--- config.mk ---
export PLATFORM = sky130hd
export DESIGN_NAME = freq_meas_seq
export DESIGN_NICKNAME = d
export VERILOG_FILES = /design/src/rtl/fms_pkg.sv /design/src/rtl/fms_step_decode.sv /design/src/rtl/fms_gate_timer.sv /design/src/rtl/fms_divider.sv /design/src/rtl/freq_meas_seq.sv
export SDC_FILE = /design/constraint.sdc
export NUM_CORES = 1
export LEC_CHECK = 0
export BUFFER_PORTS_ARGS = -buffer_cell sky130_fd_sc_hd__buf_2
export CORE_MARGIN = 5
export CORE_UTILIZATION = 64
export DETAILED_ROUTE_END_ITERATION = 10
export GPL_TIMING_DRIVEN = 0
export PLACE_DENSITY = 0.83
export REMOVE_ABC_BUFFERS = 1
export SETUP_SLACK_MARGIN = 0.15
export SLEW_MARGIN = 10
export SYNTH_ARGS = -nofsm -noshare
export SYNTH_HDL_FRONTEND = slang
export SYNTH_SLANG_ARGS = --single-unit
--- constraint.sdc ---
create_clock -name clk -period 7.6 [get_ports clk]
set_input_delay 0 -clock clk [delete_from_list [all_inputs] [get_ports clk]]
set_output_delay 0 -clock clk [all_outputs]
set_load 0.005 [all_outputs]
--- src/rtl/fms_pkg.sv ---
package fms_pkg;
    typedef enum logic [1:0] {
        OP_SET  = 2'd0,
        OP_CLR  = 2'd1,
        OP_READ = 2'd2
    } reg_op_e;

    typedef enum logic [1:0] {
        ST_IDLE,
        ST_ISSUE,
        ST_GATE,
        ST_DIV
    } seq_state_e;

    localparam int STEP_W         = 4;
    localparam int STEP_GATE_OPEN = 5;
    localparam int STEP_READ_HI   = 7;
    localparam int STEP_READ_LO   = 8;
    localparam int STEP_LAST      = 10;
    localparam int SRC_FM         = 1;
endpackage

--- src/rtl/fms_step_decode.sv ---
module fms_step_decode
    import fms_pkg::*;
#(
    parameter logic [7:0] SRC_ADDR   = 8'h02,
    parameter logic [7:0] CTRL_ADDR  = 8'h06,
    parameter logic [7:0] RADIO_ADDR = 8'h12,
    parameter logic [7:0] HI_ADDR    = 8'h0B,
    parameter logic [7:0] LO_ADDR    = 8'h0A
) (
    input  logic [STEP_W-1:0] step_i,
    input  logic [7:0]        src_mask_i,
    output reg_op_e           op_o,
    output logic [7:0]        addr_o,
    output logic [7:0]        mask_o
);
    localparam logic [7:0] M_SELECT = 8'h02;
    localparam logic [7:0] M_CLEAR  = 8'h80;
    localparam logic [7:0] M_GATE   = 8'h04;
    localparam logic [7:0] M_MEAS   = 8'h80;

    always_comb begin
        op_o   = OP_SET;
        addr_o = SRC_ADDR;
        mask_o = src_mask_i;
        case (step_i)
            4'd0:  begin op_o = OP_SET;  addr_o = SRC_ADDR;   mask_o = src_mask_i; end
            4'd1:  begin op_o = OP_CLR;  addr_o = CTRL_ADDR;  mask_o = M_SELECT;   end
            4'd2:  begin op_o = OP_SET;  addr_o = RADIO_ADDR; mask_o = M_MEAS;     end
            4'd3:  begin op_o = OP_SET;  addr_o = CTRL_ADDR;  mask_o = M_CLEAR;    end
            4'd4:  begin op_o = OP_CLR;  addr_o = CTRL_ADDR;  mask_o = M_CLEAR;    end
            4'd5:  begin op_o = OP_SET;  addr_o = CTRL_ADDR;  mask_o = M_GATE;     end
            4'd6:  begin op_o = OP_CLR;  addr_o = CTRL_ADDR;  mask_o = M_GATE;     end
            4'd7:  begin op_o = OP_READ; addr_o = HI_ADDR;    mask_o = 8'h00;      end
            4'd8:  begin op_o = OP_READ; addr_o = LO_ADDR;    mask_o = 8'h00;      end
            4'd9:  begin op_o = OP_CLR;  addr_o = RADIO_ADDR; mask_o = M_MEAS;     end
            4'd10: begin op_o = OP_CLR;  addr_o = SRC_ADDR;   mask_o = src_mask_i; end
            default: begin op_o = OP_READ; addr_o = 8'h00; mask_o = 8'h00; end
        endcase
    end
endmodule

--- src/rtl/fms_gate_timer.sv ---
module fms_gate_timer #(
    parameter int CLK_HZ = 50_000_000,
    parameter int DUR_W  = 8
) (
    input  logic             clk,
    input  logic             rst_n,
    input  logic             go_i,
    input  logic [DUR_W-1:0] dur_ms_i,
    output logic             done_o
);
    localparam int CYC_PER_US = CLK_HZ / 1_000_000;
    localparam int PRE_W      = (CYC_PER_US > 1) ? $clog2(CYC_PER_US) : 1;
    localparam int US_W       = DUR_W + 10;

    typedef struct packed {
        logic             run;
        logic [PRE_W-1:0] pre;
        logic [US_W-1:0]  us;
    } tmr_t;

    tmr_t tmr_d, tmr_q;
    logic [US_W-1:0] target;
    logic            us_tick;
    logic            last_us;

    always_comb begin
        target  = US_W'(dur_ms_i) * US_W'(1000) - US_W'(16);
        us_tick = (tmr_q.pre == PRE_W'(CYC_PER_US - 1));
        last_us = (tmr_q.us == target - US_W'(1));
        done_o  = tmr_q.run && us_tick && last_us;

        tmr_d = tmr_q;
        if (go_i) begin
            tmr_d.run = 1'b1;
            tmr_d.pre = '0;
            tmr_d.us  = '0;
        end else if (tmr_q.run) begin
            if (us_tick) begin
                tmr_d.pre = '0;
                if (last_us) tmr_d.run = 1'b0;
                else         tmr_d.us  = tmr_q.us + US_W'(1);
            end else begin
                tmr_d.pre = tmr_q.pre + PRE_W'(1);
            end
        end
    end

    always_ff @(posedge clk or negedge rst_n) begin
        if (!rst_n) tmr_q <= '0;
        else        tmr_q <= tmr_d;
    end

    assert_gate_not_retriggered_R5: assert property (@(posedge clk) disable iff (!rst_n)
        go_i |-> !tmr_q.run);
    assert_gate_runs_until_done_R5: assert property (@(posedge clk) disable iff (!rst_n)
        (tmr_q.run && !done_o) |=> tmr_q.run);
endmodule

--- src/rtl/fms_divider.sv ---
module fms_divider #(
    parameter int NUM_W = 40,
    parameter int DIV_W = 8
) (
    input  logic             clk,
    input  logic             rst_n,
    input  logic             go_i,
    input  logic [NUM_W-1:0] dividend_i,
    input  logic [DIV_W-1:0] divisor_i,
    output logic             done_o,
    output logic [NUM_W-1:0] quotient_o
);
    localparam int CNT_W = $clog2(NUM_W + 1);

    typedef struct packed {
        logic             run;
        logic             done;
        logic [CNT_W-1:0] cnt;
        logic [DIV_W-1:0] dvs;
        logic [DIV_W-1:0] rem;
        logic [NUM_W-1:0] quo;
        logic [NUM_W-1:0] res;
    } div_t;

    div_t div_d, div_q;
    logic [DIV_W:0] trial;
    logic           fits;

    always_comb begin
        trial = {div_q.rem, div_q.quo[NUM_W-1]};
        fits  = (trial >= {1'b0, div_q.dvs});

        div_d      = div_q;
        div_d.done = 1'b0;
        if (go_i) begin
            div_d.run = 1'b1;
            div_d.cnt = CNT_W'(NUM_W);
            div_d.dvs = divisor_i;
            div_d.rem = '0;
            div_d.quo = dividend_i;
        end else if (div_q.run) begin
            div_d.rem = fits ? DIV_W'(trial - {1'b0, div_q.dvs}) : DIV_W'(trial);
            div_d.quo = {div_q.quo[NUM_W-2:0], fits};
            div_d.cnt = div_q.cnt - CNT_W'(1);
            if (div_q.cnt == CNT_W'(1)) begin
                div_d.run  = 1'b0;
                div_d.done = 1'b1;
                div_d.res  = {div_q.quo[NUM_W-2:0], fits};
            end
        end
    end

    always_ff @(posedge clk or negedge rst_n) begin
        if (!rst_n) div_q <= '0;
        else        div_q <= div_d;
    end

    assign done_o     = div_q.done;
    assign quotient_o = div_q.res;

    assert_divisor_nonzero_R8: assert property (@(posedge clk) disable iff (!rst_n)
        go_i |-> (divisor_i != '0));
    assert_remainder_below_divisor_R8: assert property (@(posedge clk) disable iff (!rst_n)
        div_q.run |-> (div_q.rem < div_q.dvs));
endmodule

--- src/rtl/freq_meas_seq.sv ---
module freq_meas_seq
    import fms_pkg::*;
#(
    parameter int CLK_HZ  = 50_000_000,
    parameter int SCALE_W = 16,
    parameter int DUR_W   = 8,
    parameter int NUM_W   = SCALE_W + 16 + 8
) (
    input  logic               clk,
    input  logic               rst_n,
    input  logic               start_i,
    input  logic [1:0]         src_sel_i,
    input  logic [SCALE_W-1:0] scale_i,
    input  logic [DUR_W-1:0]   dur_ms_i,
    output logic               busy_o,
    output logic               reg_req_o,
    output logic [1:0]         reg_op_o,
    output logic [7:0]         reg_addr_o,
    output logic [7:0]         reg_mask_o,
    input  logic               reg_ack_i,
    input  logic [7:0]         reg_rdata_i,
    output logic [NUM_W-1:0]   result_o,
    output logic               result_valid_o
);
    localparam int CNT_W = 16;

    typedef struct packed {
        seq_state_e         st;
        logic [STEP_W-1:0]  step;
        logic [1:0]         src;
        logic [SCALE_W-1:0] scale;
        logic [DUR_W-1:0]   dur;
        logic [CNT_W-1:0]   cnt;
    } ctl_t;

    ctl_t ctl_d, ctl_q;
    logic             timer_go, timer_done;
    logic             div_go, div_done;
    logic [NUM_W-1:0] product, numerator;
    logic [7:0]       src_mask;
    reg_op_e          step_op;

    assign src_mask = 8'(1) << ctl_q.src;

    fms_step_decode u_decode (
        .step_i     (ctl_q.step),
        .src_mask_i (src_mask),
        .op_o       (step_op),
        .addr_o     (reg_addr_o),
        .mask_o     (reg_mask_o)
    );

    always_comb begin
        ctl_d    = ctl_q;
        timer_go = 1'b0;
        div_go   = 1'b0;
        case (ctl_q.st)
            ST_IDLE: if (start_i) begin
                ctl_d.st    = ST_ISSUE;
                ctl_d.step  = '0;
                ctl_d.src   = src_sel_i;
                ctl_d.scale = scale_i;
                ctl_d.dur   = dur_ms_i;
            end
            ST_ISSUE: if (reg_ack_i) begin
                if (ctl_q.step == STEP_W'(STEP_READ_HI)) ctl_d.cnt[15:8] = reg_rdata_i;
                if (ctl_q.step == STEP_W'(STEP_READ_LO)) ctl_d.cnt[7:0]  = reg_rdata_i;
                ctl_d.step = ctl_q.step + STEP_W'(1);
                if (ctl_q.step == STEP_W'(STEP_GATE_OPEN)) begin
                    ctl_d.st = ST_GATE;
                    timer_go = 1'b1;
                end else if (ctl_q.step == STEP_W'(STEP_LAST)) begin
                    ctl_d.st = ST_DIV;
                    div_go   = 1'b1;
                end
            end
            ST_GATE: if (timer_done) ctl_d.st = ST_ISSUE;
            ST_DIV:  if (div_done)   ctl_d.st = ST_IDLE;
            default: ctl_d.st = ST_IDLE;
        endcase
    end

    always_ff @(posedge clk or negedge rst_n) begin
        if (!rst_n) ctl_q <= '{st: ST_IDLE, default: '0};
        else        ctl_q <= ctl_d;
    end

    assign product   = NUM_W'(ctl_q.scale) * NUM_W'(ctl_q.cnt);
    assign numerator = (ctl_q.src == 2'(SRC_FM)) ? (product << 8) : product;

    fms_gate_timer #(.CLK_HZ(CLK_HZ), .DUR_W(DUR_W)) u_timer (
        .clk      (clk),
        .rst_n    (rst_n),
        .go_i     (timer_go),
        .dur_ms_i (ctl_q.dur),
        .done_o   (timer_done)
    );

    fms_divider #(.NUM_W(NUM_W), .DIV_W(DUR_W)) u_div (
        .clk        (clk),
        .rst_n      (rst_n),
        .go_i       (div_go),
        .dividend_i (numerator),
        .divisor_i  (ctl_q.dur),
        .done_o     (div_done),
        .quotient_o (result_o)
    );

    assign busy_o         = (ctl_q.st != ST_IDLE);
    assign reg_req_o      = (ctl_q.st == ST_ISSUE);
    assign reg_op_o       = step_op;
    assign result_valid_o = div_done;

    assert_req_held_R4: assert property (@(posedge clk) disable iff (!rst_n)
        (reg_req_o && !reg_ack_i) |=> (reg_req_o && $stable(reg_op_o)
                                       && $stable(reg_addr_o) && $stable(reg_mask_o)));
    assert_ack_only_on_req_R4: assert property (@(posedge clk) disable iff (!rst_n)
        reg_ack_i |-> reg_req_o);
    assert_valid_single_R9: assert property (@(posedge clk) disable iff (!rst_n)
        result_valid_o |=> !result_valid_o);
    assert_result_held_R9: assert property (@(posedge clk) disable iff (!rst_n)
        !result_valid_o |-> $stable(result_o));
    assert_no_req_idle_R10: assert property (@(posedge clk) disable iff (!rst_n)
        !busy_o |-> !reg_req_o);
    assert_valid_while_busy_R10: assert property (@(posedge clk) disable iff (!rst_n)
        result_valid_o |-> (busy_o && !reg_req_o));
    assert_start_ignored_R2: assert property (@(posedge clk) disable iff (!rst_n)
        (busy_o && !result_valid_o) |=> busy_o);
    assert_src_legal_R3: assert property (@(posedge clk) disable iff (!rst_n)
        (start_i && !busy_o) |-> (src_sel_i != 2'd3));
endmodule

Word-level counts from Yosys, hierarchy flattened
Cells that the tools add are included.

storage, ports and cells
  input bits = 38
  logic and storage cells = 110
  register bits after elaboration = 177

operators by class
  multiplexer cells = 35
  shift operators = 1
  $add $sub $neg = 7
  bitwise operators = 1
  multiply operators = 2
  $lt $le $gt $ge = 1
  reductions and logical operators = 23
  eq/ne operators = 23

operator list
  kind                                                number
  two-way mux 88 bit                                  1
  two-way mux 40 bit                                  2
  two-way mux 25 bit                                  2
  two-way mux 48 bit                                  1
  two-way mux 18 bit                                  2
  multiplier 16 x 16 -> 32 bit                        1
  two-way mux 32 bit                                  1
  one-hot mux 8 bit (4 select lines)                  1
  one-hot mux 5 bit (5 select lines)                  1
  adder 18 x 1 -> 18 bit, second input constant       1
  == test 18 bit                                      1
  two-way mux 6 bit                                   3
  subtractor 18 x 1 -> 18 bit, second input constant  1
  subtractor 18 x 5 -> 18 bit, second input constant  1
  == test 4 x 3 -> 1 bit, second input constant       4
  two-way mux 8 bit                                   2
  multiplier 8 x 7 -> 15 bit, second input constant   1
  AND reduction 3 bit                                 5
  == test 4 bit, second input constant                3
  two-way mux 1 bit                                   11
  two-way mux 2 bit                                   5
  nonzero test 2 bit                                  5
  OR reduction 5 bit                                  2
  greater-or-equal comparator 9 x 8 -> 1 bit          1
  other kinds (25)                                    35

Longest topological paths before layout
Gate-level depths: netlist of the first run.

  depth in word-level cells = 8
  mapped depth = 25

By module
From an unflattened synthesis of the first run, not the netlist that was laid out.

second synthesis, totals
  cells, all modules = 2167
  area total of the unflattened synthesis = 20058.0 um2

by module, submodules not included
  module           seq. area each (um2)  instances  cells an instance  area an instance (um2)
  freq_meas_seq    1201.2                1          1216               11011.8
  fms_divider      2602.5                1          462                5057.4
  fms_gate_timer   625.6                 1          435                3649.8
  fms_step_decode  0.0                   1          54                 339.1

Worst setup path before layout of the first run
No wires, ideal clock.

  path type = register -> register
  start = register ctl_q[6] in the netlist's numbering
  end = register u_div.div_q[71] in the netlist's numbering
  stages on the path, launching flop included = 23
  path slack = 1.153 ns
  arrival = 6.327 ns
  setup time = 0.120 ns
  clock period less this slack = 6.447 ns
  required time = 7.480 ns
  path through = dfrtp_1 clkbuf_1 clkbuf_1 nand2_1 fa_1 inv_1 fa_1 fa_1 fa_1 inv_1 fa_1 inv_1 fa_1 ha_1 a21oi_1 o22ai_1 nor2_1 or4b_2 a21boi_2 a21oi_1 a211oi_1 mux2i_1 nor2_1

between the ends
  word-level cells in the longest chain between the ends = 3

RTL lines
  what                          RTL line             RTL
  start: declaration            freq_meas_seq.sv:36  ctl_t ctl_d, ctl_q;
  start signal: assignment      freq_meas_seq.sv:85  else ctl_q <= ctl_d;
  multiplier 16 x 16 -> 32 bit  freq_meas_seq.sv:88  assign product = NUM_W'(ctl_q.scale) * NUM_W'(ctl_q.cnt);
  two-way mux 40 bit            freq_meas_seq.sv:89  assign numerator = (ctl_q.src == 2'(SRC_FM)) ? (product << 8) : product;
  two-way mux 48 bit            fms_divider.sv:35    if (go_i) begin
  end signal: assignment        fms_divider.sv:55    else div_q <= div_d;
  end: declaration              fms_divider.sv:25    div_t div_d, div_q;

No other way between the ends.
A chain may end at the register's enable or synchronous reset.

Worst setup path after layout of the first run
  start = register ctl_q[28] in the netlist's numbering
  end = register u_div.div_q[79] in the netlist's numbering

The elaborated chain is that of the path after synthesis.

==> summary.txt, run 1 <==
Outcome
  • Status: finished, final reports clean

Placement
  • Pre-CTS setup slack: 0.351 ns
  • Post-Place Cells: 2475
  • Gpl congestion: 0.886
  • DP HPWL: 32800 um
  • IO buf count: 92

Global route
  • Met3 global-route usage: 4.07%
  • Vias in the first global route: 15600
  • Pin count of the biggest net entering global routing: 97
  • Met1 Use GR: 33.4%
  • Total congestion overflow: 0
  • Total track usage: 27.5%
  • First-pass GRT wire length: 75100 um
  • Initial antenna violation count: 0
  • Routing usage on met2: 49.4%
  • Global routing's busiest layer: met2

Synth
  • Yosys cell types: 73
  • FF+latch count, synth: 177
  • Post-synth top flop: dfrtp_1
  • Synth Instances: 2114
  • Number of synthesis warnings: 0
  • Number of flops mapped to enable cells by yosys: 0
  • Synthesized area: 19100 um2
  • FFs w/ async S/R, synth: 100%
  • Mean cell area of the mapped netlist: 9.06 um2
  • Seq/Total Area, Yosys: 23.1%

Cells and area
  • Fillers: 2153
  • Final std cells w/o fill: 2544
  • Layout cells sized above 1: 10.5%
  • Most frequent cells in the layout: nand2_1 (389), inv_1 (305), fa_1 (217)
  • Area growth from synthesis to final layout: 7.50%
  • Fin nets: 2553
  • Leading cell type in the layout, fill and taps excluded: nand2_1

Pwr
  • Design Power: 2910 uW
  • Lkg Pwr: 0.0104 uW
  • VDD IR max: 0.165 mV
  • Power per Cell Area: 141 nW/um2

STA
  • Unrepaired setup endpoints after global routing: no
  • Post-route worst setup slack: 0.694 ns
  • Period utilization: 90.9%
  • Clock Skews: 0.0190 ns
  • Slew headroom: 16.9%
  • Hold Fails Final Rpt: 0
  • Worst Tran Pin Value: 1.25 ns
  • Post-route setup TNS: 0 ns
  • Max Freq: 145 MHz
  • Tmin final: 6.91 ns
  • Setup violators final: 0
  • Final Max Tran Viols: 0

Detailed routing
  • Vias per cell: 5.84
  • Drt first pass iters: 5
  • Drt drc: 0
  • Antenna-violating nets left: 0
  • WL/cell: 17.5 um
  • Routed via count: 14900
  • Initial drt markers: 1050
  • Routed WL: 44600 um

Clocking
  • Clk sinks: 177
  • TritonCTS clock tree: done
  • CTS Buf Count: 17
  • Clock root buffer: clkbuf_16
  • Skew-Pair Late Insertion Delay: 0.47 ns
  • Setup bufs post-CTS: 0
  • # H-tree levels: 4
  • Clock slew seen by the registers of the worst setup and hold paths: 0.07 ns
  • Max clock buf depth: 2

Setup path
  • Cell Chain, Critical Path: nand2_1 -> fa_1 -> inv_1 -> fa_1 -> ha_1 -> fa_1 -> inv_1 -> fa_1 -> inv_1 -> fa_1 -> ha_1 -> a21oi_1 -> o22ai_1 -> nor2_1 -> or4b_2 -> a21boi_2 -> a21oi_1 -> a211oi_2 -> xnor2_1 -> o31ai_1
  • Arr. time, crit path: 7.26 ns
  • Top delay family on crit path: adder cells
  • Setup crit start kind: register
  • Worst-path maximum fanout: 17
  • CP startpoint: ctl_q[28]
  • Max incr delay on CP: 0.84 ns
  • R2R Path Start: ctl_q[28]
  • Endpoint type of the worst setup path: register
  • CP required: 7.95 ns
  • Critical Path Most Common Cell: fa_1
  • Critical path start-end classification: register to register
  • Slowest-stage cell, CP: dfrtp_1
  • Worst Path Buf+Inv: 3

Die
  • Height of the die: 183 um
  • Die width: 183 um
  • Initial Util: 64.8%
  • IO Pins: 99
  • Num rows: 63
  • Total die area: 33500 um2
  • Core box area: 29600 um2

Hold path
  • Worst hold path class: input port to asynchronous set/reset pin

Job
  • Max cap viols: 0
[Yosys cell counts (all sizes together) (5+ instances only)]
| master | n | share of area, % |
|---|---|---|
| dfrtp | 177 | 23 |
| xor2 | 22 | 1.0 |
| a2111oi | 6 | 0.50 |
| a211oi | 38 | 1.7 |
| and3 | 8 | 0.26 |
| ha | 157 | 10 |
| mux2i | 38 | 2.0 |
| nand2b | 16 | 0.52 |
| o21a | 6 | 0.24 |
| nor3 | 20 | 0.52 |
| a31oi | 10 | 0.33 |
| and2 | 88 | 2.9 |
| o211ai | 6 | 0.24 |
| inv | 306 | 6.0 |
| o31ai | 6 | 0.24 |
| nor2 | 84 | 1.6 |
| nor3b | 5 | 0.20 |
| a21oi | 66 | 1.7 |
| nand4 | 14 | 0.54 |
| o21bai | 5 | 0.20 |
| buf | 58 | 2.2 |
| a21boi | 5 | 0.24 |
| o22ai | 13 | 0.42 |
| fa | 217 | 23 |
| mux2 | 44 | 2.6 |
| nand2 | 389 | 7.6 |
| o21ai | 66 | 1.7 |
| xnor2 | 58 | 2.7 |
| nand3 | 33 | 0.89 |
| nor2b | 21 | 0.69 |
| a21o | 7 | 0.27 |
| clkbuf | 78 | 1.5 |
[state kept, by name, summed over array words and instances, names as in the netlist]
register and cells:
u_div.div_q 63, ctl_q 48, u_div.quotient_o 40, u_timer.tmr_q 25, u_div.done_o 1
[metrics by stage]
stage / instance area [um2] / hold slack (ns) / utilization [%]
after floorplan: 18500 / -0.296 / -
after global placement: 19400 / 0.232 / 65.7
after detailed placement: 19600 / 0.0891 / 66.2
after CTS: 20600 / 0.188 / 69.5
after global routing: 20600 / 0.230 / 69.6
final: 20600 / 0.131 / 69.6
[repair_timing]
item / in CTS / in global routing
setup endpoints to repair: 0 / 2
hold endpoints to repair: 139 / 0
hold buffers: 37 / 0
resized for setup: 0 / 17
[layout make-up]
cell class,count,area [um2],area share (%)
clock inverter,13,176,0.857
inverter,306,1150,5.58
clock buffer,18,429,2.09
sequential,177,4450,21.6
timing repair buffer,139,971,4.72
antenna,1,2.50,0.0122
multi-input combinational,1500,12900,62.7
tap,390,488,2.37
[worst paths after layout]
path                            slack (ns)  depth (start not counted)              endpoint
worst max-delay path                  0.69                         20       u_div.div_q[79]
worst min-delay path                  0.13                          2       u_div.div_q[99]
worst max register to register        0.69                         20       u_div.div_q[79]
worst min register to register        0.47                          2  u_div.quotient_o[32]
max in group asynchronous             6.56                          3             ctl_q[29]
min in group clk                      0.29                          3             ctl_q[36]
[routing by layer]
metal	up-vias	share of wire [%]
li1	6741	-
met1	7446	39
met2	548	52
met3	127	5.4
met4	0	3.4
met5	-	0
[power by group]
part | switching [uW] | internal [uW] | leakage, uW
combinational | 567 | 414 | 0.00790
sequential | 38.4 | 949 | 0.00216
clock | 417 | 524 | 0.000292
[logic make-up (layout without fill, tap and decap cells)]
| logic type | Yosys count | in the layout | share of synthesized area (%) |
|---|---|---|---|
| AOI/OAI and AO/OA | 257 | 257 | 8.93 |
| xor gates and xnor gates | 83 | 83 | 4.01 |
| adders and majority gates | 374 | 374 | 32.9 |
| buffers and inverters | 442 | 476 | 9.69 |
| DFF | 177 | 177 | 23.1 |
| muxes | 82 | 82 | 4.57 |
| other | 1 | 7 | 0.0196 |
| and+or+nand+nor | 698 | 698 | 16.7 |
Power figures use the tool's default switching activity.
==> run 2: changes to the inputs <==
Settings changed: CELL_PAD_IN_SITES_DETAIL_PLACEMENT set to 0, CELL_PAD_IN_SITES_GLOBAL_PLACEMENT set to 1, CORE_UTILIZATION 64 to 49, PLACE_DENSITY 0.83 to unset, PLACE_DENSITY_LB_ADDON set to 0.1.
==> run 2 against run 1 <==
Sequential power barely moved. Non-clock buffer count rose by 6. Clock skew fell by 0.0038 ns. Global-route usage fell by 5.5 points. Largest power group unchanged. Power fell by 2.2%. Combinational power fell by 1%. Final area rose by 1.0%. Fmax fell by 2.4%. Sequential share of layout area fell by 0.21 points. Register-to-register slack got worse by 0.17 ns. Sequential cell count did not move. Utilization fell by 16 points.
==> summary.txt, run 2 (synthesis gave the netlist of run 1 again) <==
Outcome
  • Status: finished, final reports clean

STA
  • Final Max Tran Viols: 0 (unchanged)
  • Period utilization: 93.1% (+2.2 points)
  • Hold Fails Final Rpt: 0 (unchanged)
  • Worst Tran Pin Value: 1.18 ns (-0.0654 ns)
  • Worst hold slack: 0.0483 ns (-0.0826 ns)
  • Slew headroom: 20.7% (+3.8 points)
  • Clock Skews: 0.0152 ns (-0.00381 ns)
  • Setup violators final: 0 (unchanged)
  • Tmin final: 7.08 ns (+0.169 ns)
  • Max Freq: 141 MHz (-2.4%)
  • Unrepaired setup endpoints after global routing: no

Global route
  • Met3 global-route usage: 3.73% (-0.33 points)
  • Vias in the first global route: 15100 (-3.5%)
  • Pin count of the biggest net entering global routing: 105 (+8.2%)
  • Total track usage: 22.0% (-5.5 points)
  • Global routing's busiest layer: met2
  • Total congestion overflow: 0 (unchanged)
  • First-pass GRT wire length: 77500 um (+3.3%)
  • Routing usage on met2: 38.1% (-11 points)
  • Initial antenna violation count: 0 (unchanged)
  • Met1 Use GR: 28.4% (-5.0 points)

Hold path
  • Worst hold path class: input port to asynchronous set/reset pin

Setup path
  • Max incr delay on CP: 0.81 ns (-0.03 ns)
  • Worst Path Buf+Inv: 5 (+2)
  • Critical path start-end classification: register to register
  • R2r setup slk: 0.52 ns (-0.17 ns)
  • Cell Chain, Critical Path: nand2_1 -> fa_1 -> inv_1 -> fa_1 -> inv_1 -> fa_1 -> inv_1 -> fa_1 -> inv_1 -> fa_1 -> inv_1 -> fa_1 -> ha_1 -> nand3_1 -> a211oi_1 -> nor2_1 -> a2111oi_0 -> nor3_1 -> xnor2_1 -> o22ai_1 -> a21oi_1
  • Reg2reg end: u_div.div_q[67]
  • Worst reg-to-reg path cell count: 21 (+5.0%)
  • Top delay family on crit path: adder cells
  • Critical Path Most Common Cell: fa_1
  • Worst-path maximum fanout: 17 (unchanged)
  • Arr. time, crit path: 7.48 ns (+0.22 ns)
  • CP required: 8.00 ns (+0.05 ns)
  • Slowest-stage cell, CP: dfrtp_1
  • R2R Path Start: ctl_q[36]
  • Setup crit start kind: register
  • Endpoint type of the worst setup path: register

Detailed routing
  • Drt drc: 0 (unchanged)
  • Drt first pass iters: 5 (unchanged)
  • Routed WL: 45400 um (+1.8%)
  • WL/cell: 17.0 um (-3.3%)
  • Routed via count: 14200 (-4.6%)
  • Vias per cell: 5.29 (-9.4%)
  • Antenna-violating nets left: 0 (unchanged)
  • Initial drt markers: 725 (-31%)

Cells and area
  • Most frequent cells in the layout: nand2_1 (389), inv_1 (305), fa_1 (217)
  • Seq. cell area: 4450 um2 (unchanged)
  • Fillers: 3615 (+68%)
  • Leading cell type in the layout, fill and taps excluded: nand2_1
  • Multi-input logic area: 12900 um2 (about the same)
  • Layout cells sized above 1: 10.8% (+0.24 points)
  • Max reg flops: 63 (unchanged)
  • Fin util: 53.8% (-16 points)
  • Antenna diodes: 0 (-1)
  • Biggest register: u_div.div_q
  • Fin nets: 2559 (+0.24%)
  • Area growth from synthesis to final layout: 8.57%

Die
  • Core box area: 38600 um2 (+31%)
  • Die width: 208 um (+14%)
  • Initial Util: 49.5% (-15 points)
  • Height of the die: 208 um (+14%)
  • Total die area: 43100 um2 (+29%)
  • IO Pins: 99 (unchanged)
  • Num rows: 72 (+14%)

Pwr
  • VDD IR max: 0.153 mV (-7.4%)
  • Power per Cell Area: 137 nW/um2 (-3.2%)
  • P_sw: 1050 uW (+2.7%)
  • Int Pwr: 1790 uW (-4.9%)
  • Sw Ratio: 36.9% (+1.8 points)
  • Clk pwr share: 31.1% (-1.2 points)
  • Seq pwr share: 34.8% (+0.9 points)
  • Lkg Pwr: 0.0104 uW (+0.27%)
  • Comb power frac: 34.1% (+0.4 points)

Clocking
  • Clk sinks: 177 (unchanged)
  • Max clock buf depth: 2 (unchanged)
  • TritonCTS clock tree: done
  • Skew-Pair Late Insertion Delay: 0.49 ns (+0.02 ns)
  • Clock root buffer: clkbuf_16
  • Clock slew seen by the registers of the worst setup and hold paths: 0.08 ns (about the same)
  • Setup bufs post-CTS: 0 (unchanged)
  • CTS Buf Count: 17 (unchanged)
  • # H-tree levels: 4 (unchanged)

Job
  • Max cap viols: 0 (unchanged)

Placement
  • Gpl congestion: 0.835 (-5.7%)
  • IO buf count: 92 (unchanged)
  • DP HPWL: 34000 um (+3.8%)
## run 2: cell types whose count changed in the layout (fill, tap and decap cells not counted), sizes merged
cell / delta
buf: +3
bufinv: -3
clkbuf: -1
clkinv: +1
diode: -1
dlygate4sd3: +3
inv: +4
## run 2: how the worst max path moves through the flow
stage / start / to / slack, ns / depth (start not counted)
after global routing: ctl_q[7] / u_div.div_q[79] / 0.15 / 20
after CTS: ctl_q[30] / u_div.div_q[79] / 0.29 / 20
final: ctl_q[36] / u_div.div_q[67] / 0.52 / 21
after detailed placement: ctl_q[30] / u_div.div_q[79] / 0.31 / 20
after global placement: ctl_q[42] / u_div.div_q[67] / -0.91 / 7
after floorplan: ctl_q[6] / u_div.div_q[79] / 1.38 / 20
## run 2: final cells by class
type | count | share of cell area [%]
multi-input cells | 1500 | 62.1
flip-flops and latches | 177 | 21.4
inverters | 306 | 5.53
repair buffers | 145 | 5.11
well taps | 518 | 3.12
clock buffers | 17 | 2.05
clock inverters | 15 | 0.674
## run 2: what timing repair did
item,in CTS,in global routing
endpoints found under the hold margin,119,0
gates resized for setup,0,16
hold buffers,40,0
endpoints found under the setup margin,0,9
## run 2: power by group through the flow
stage          Combinational (uW)  Sequential (uW)  Clock, uW
2_1_floorplan                 766              986          0
3_3_place_gp                  936             1010          0
3_5_place_dp                  955             1010          0
4_1_cts                       975              988        922
5_1_grt                      1090              991        957
6_report                      970              988        885
## run 2: worst register-to-register path: stages (launching register included)
cell and delay [ns]:
dfrtp_1 0.81, nand2_1 0.16, fa_1 0.52, inv_1 0.05, fa_1 0.47, inv_1 0.05, fa_1 0.49, inv_1 0.05
fa_1 0.48, inv_1 0.07, fa_1 0.55, inv_1 0.07, fa_1 0.49, ha_1 0.37, nand3_1 0.13, a211oi_1 0.45
nor2_1 0.15, a2111oi_0 0.75, nor3_1 0.14, xnor2_1 0.45, o22ai_1 0.17, a21oi_1 0.14
## run 2: per-stage QoR
stage	worst slack (ns)	std cells	setup TNS (ns)	cell area (um2)	power (uW)
4_1_cts	0.291	2678	0	20800	2880
6_report	0.525	2678	0	20800	2840
2_1_floorplan	1.38	1983	0	18500	1750
3_5_place_dp	0.309	2606	0	19800	1960
5_1_grt	0.150	2678	0	20800	3040
3_3_place_gp	-0.914	2593	-7.26	19600	1940
## run 2: per-layer routing
layer	vias to the layer above	part of all wire, %
met1	7156	44
met5	-	0
met3	52	3.2
met2	210	51
li1	6760	-
met4	0	2.2
==> run 3: changes to the inputs <==
Settings changed: HOLD_SLACK_MARGIN set to 0.15.
==> run 3 against run 2 <==
Register-to-register slack about the same. First-iteration DRC count up 6.9%. Via count up 0.15%. Largest power group unchanged. Global-route usage grew 0.051 points. Final area is 0.76% higher. Critical endpoint unchanged. Critical path depth stayed put. Routed wire length up 0.30%. Fmax is essentially flat. Worst hold slack gained 0.23 ns.
==> summary.txt, run 3 (synthesis gave the netlist of run 1 again) <==
Die
  • Height of the die: 208 um (unchanged)
  • Die width: 208 um (unchanged)
  • Initial Util: 49.5% (unchanged)
  • IO Pins: 99 (unchanged)
  • Num rows: 72 (unchanged)
  • Total die area: 43100 um2 (unchanged)
  • Core box area: 38600 um2 (unchanged)

STA
  • Period utilization: 93.1% (about the same)
  • Tmin final: 7.07 ns (-0.00283 ns)
  • Unrepaired setup endpoints after global routing: no
  • Final Max Tran Viols: 0 (unchanged)
  • Clock Skews: 0.0147 ns (-0.000538 ns)
  • Worst hold slack: 0.274 ns (+0.226 ns)
  • Slew headroom: 20.4% (-0.30 points)
  • Post-route worst setup slack: 0.528 ns (+0.00283 ns)
  • Setup violators final: 0 (unchanged)
  • Post-route setup TNS: 0 ns (unchanged)
  • Max Freq: 141 MHz (about the same)
  • Hold Fails Final Rpt: 0 (unchanged)
  • Worst Tran Pin Value: 1.19 ns (+0.00450 ns)

Cells and area
  • Fin nets: 2573 (+0.55%)
  • Final std cells w/o fill: 2692 (+0.52%)
  • Area growth from synthesis to final layout: 9.40%
  • Layout cells sized above 1: 10.8% (-0.023 points)
  • Leading cell type in the layout, fill and taps excluded: nand2_1
  • Most frequent cells in the layout: nand2_1 (389), inv_1 (305), fa_1 (217)
  • Biggest register: u_div.div_q
  • Antenna diodes: 0 (unchanged)
  • Max reg flops: 63 (unchanged)
  • Fin util: 54.2% (+0.41 points)

Outcome
  • Status: finished, final reports clean

Setup path
  • Worst reg-to-reg path cell count: 21 (unchanged)
  • Endpoint type of the worst setup path: register
  • Critical Path Most Common Cell: fa_1
  • R2R Path Start: ctl_q[36]
  • Setup crit start kind: register
  • R2r setup slk: 0.53 ns (about the same)
  • Slowest-stage cell, CP: dfrtp_1
  • Top delay family on crit path: adder cells
  • Worst Path Buf+Inv: 5 (unchanged)
  • Arr. time, crit path: 7.47 ns (about the same)
  • Cell Chain, Critical Path: nand2_1 -> fa_1 -> inv_1 -> fa_1 -> inv_1 -> fa_1 -> inv_1 -> fa_1 -> inv_1 -> fa_1 -> inv_1 -> fa_1 -> ha_1 -> nand3_1 -> a211oi_1 -> nor2_1 -> a2111oi_0 -> nor3_1 -> xnor2_1 -> o22ai_1 -> a21oi_1
  • CP required: 8.00 ns (about the same)
  • Max incr delay on CP: 0.80 ns (about the same)
  • Critical path start-end classification: register to register
  • Worst-path maximum fanout: 17 (unchanged)
  • Reg2reg end: u_div.div_q[67]

Clocking
  • Max clock buf depth: 2 (unchanged)
  • Clk sinks: 177 (unchanged)
  • Clock slew seen by the registers of the worst setup and hold paths: 0.08 ns (about the same)
  • CTS Buf Count: 17 (unchanged)
  • TritonCTS clock tree: done
  • Clock root buffer: clkbuf_16
  • Setup bufs post-CTS: 0 (unchanged)
  • Skew-Pair Late Insertion Delay: 0.49 ns (about the same)
  • # H-tree levels: 4 (unchanged)

Detailed routing
  • Drt drc: 0 (unchanged)
  • Vias per cell: 5.27 (-0.37%)
  • Drt first pass iters: 5 (unchanged)
  • Antenna-violating nets left: 0 (unchanged)
  • Routed via count: 14200 (+0.15%)
  • Routed WL: 45600 um (+0.30%)
  • Initial drt markers: 775 (+6.9%)
  • WL/cell: 16.9 um (-0.22%)

Placement
  • Gpl congestion: 0.835 (unchanged)
  • Post-Place Cells: 2606 (unchanged)
  • DP HPWL: 34000 um (unchanged)
  • IO buf count: 92 (unchanged)
  • Pre-CTS setup slack: 0.309 ns (unchanged)

Hold path
  • Hold path startpoint: scale_i[6]
  • WHS Endpoint: ctl_q[30]
  • Worst hold path class: input port to register
  • Hold Path Depth: 3

Job
  • Max cap viols: 0 (unchanged)

Pwr
  • Power per Cell Area: 136 nW/um2 (-0.52%)
  • Lkg Pwr: 0.0104 uW (+0.65%)
  • VDD IR max: 0.153 mV (-0.19%)

Global route
  • Total congestion overflow: 0 (unchanged)
  • Total track usage: 22.0% (+0.051 points)
  • First-pass GRT wire length: 77800 um (+0.32%)
  • Vias in the first global route: 15100 (+0.36%)
  • Pin count of the biggest net entering global routing: 105 (unchanged)
  • Initial antenna violation count: 0 (unchanged)
## run 3: metrics by stage
stage / total power, uW / cell area (um2)
after global placement: 1940 / 19600
after global routing: 3050 / 20900
final: 2850 / 20900
after floorplan: 1750 / 18500
after CTS: 2890 / 20900
after detailed placement: 1960 / 19800
## run 3: how the worst max path moves through the flow
stage	slack, ns	cells after the start	start	to
2_1_floorplan	1.38	20	ctl_q[6]	u_div.div_q[79]
3_3_place_gp	-0.91	7	ctl_q[42]	u_div.div_q[67]
3_5_place_dp	0.31	20	ctl_q[30]	u_div.div_q[79]
4_1_cts	0.29	20	ctl_q[30]	u_div.div_q[79]
5_1_grt	0.15	20	ctl_q[7]	u_div.div_q[79]
6_report	0.53	21	ctl_q[36]	u_div.div_q[67]
## run 3: metal layers
layer	track usage [%]	vias up	routed length [um]	part of all wire (%)
met5	0	-	0	0
met4	6.46	0	997	2.2
met3	3.76	52	1430	3.1
met2	38.2	201	23100	51
met1	28.5	7165	20000	44
li1	-	6781	-	-
## run 3: worst reg2reg max path, stage by stage, from the launching register on
cell and delay [ns]:
dfrtp_1 0.80, nand2_1 0.16, fa_1 0.52, inv_1 0.05, fa_1 0.47, inv_1 0.05, fa_1 0.49, inv_1 0.05
fa_1 0.48, inv_1 0.07, fa_1 0.55, inv_1 0.07, fa_1 0.49, ha_1 0.37, nand3_1 0.13, a211oi_1 0.45
nor2_1 0.15, a2111oi_0 0.75, nor3_1 0.14, xnor2_1 0.45, o22ai_1 0.18, a21oi_1 0.14
## run 3: layout make-up
class / count / area, um2
Inverter: 306 / 1150
Clock inverter: 15 / 140
Multi-Input combinational cell: 1500 / 12900
Fill cell: 3601 / 17700
Clock buffer: 17 / 425
Timing Repair Buffer: 159 / 1220
Tap cell: 518 / 648
Sequential cell: 177 / 4450
## run 3: timing repair
item	4_1_cts	5_1_grt
endpoints found under the setup margin	0	9
gates resized for setup	0	16
hold buffers	54	0
endpoints found under the hold margin	232	0
## run 3: power breakdown
group	total (uW)	switching (uW)	internal, uW
combinational	976	559	417
sequential	988	39.8	948
clock	886	452	434
total	2850	1050	1800
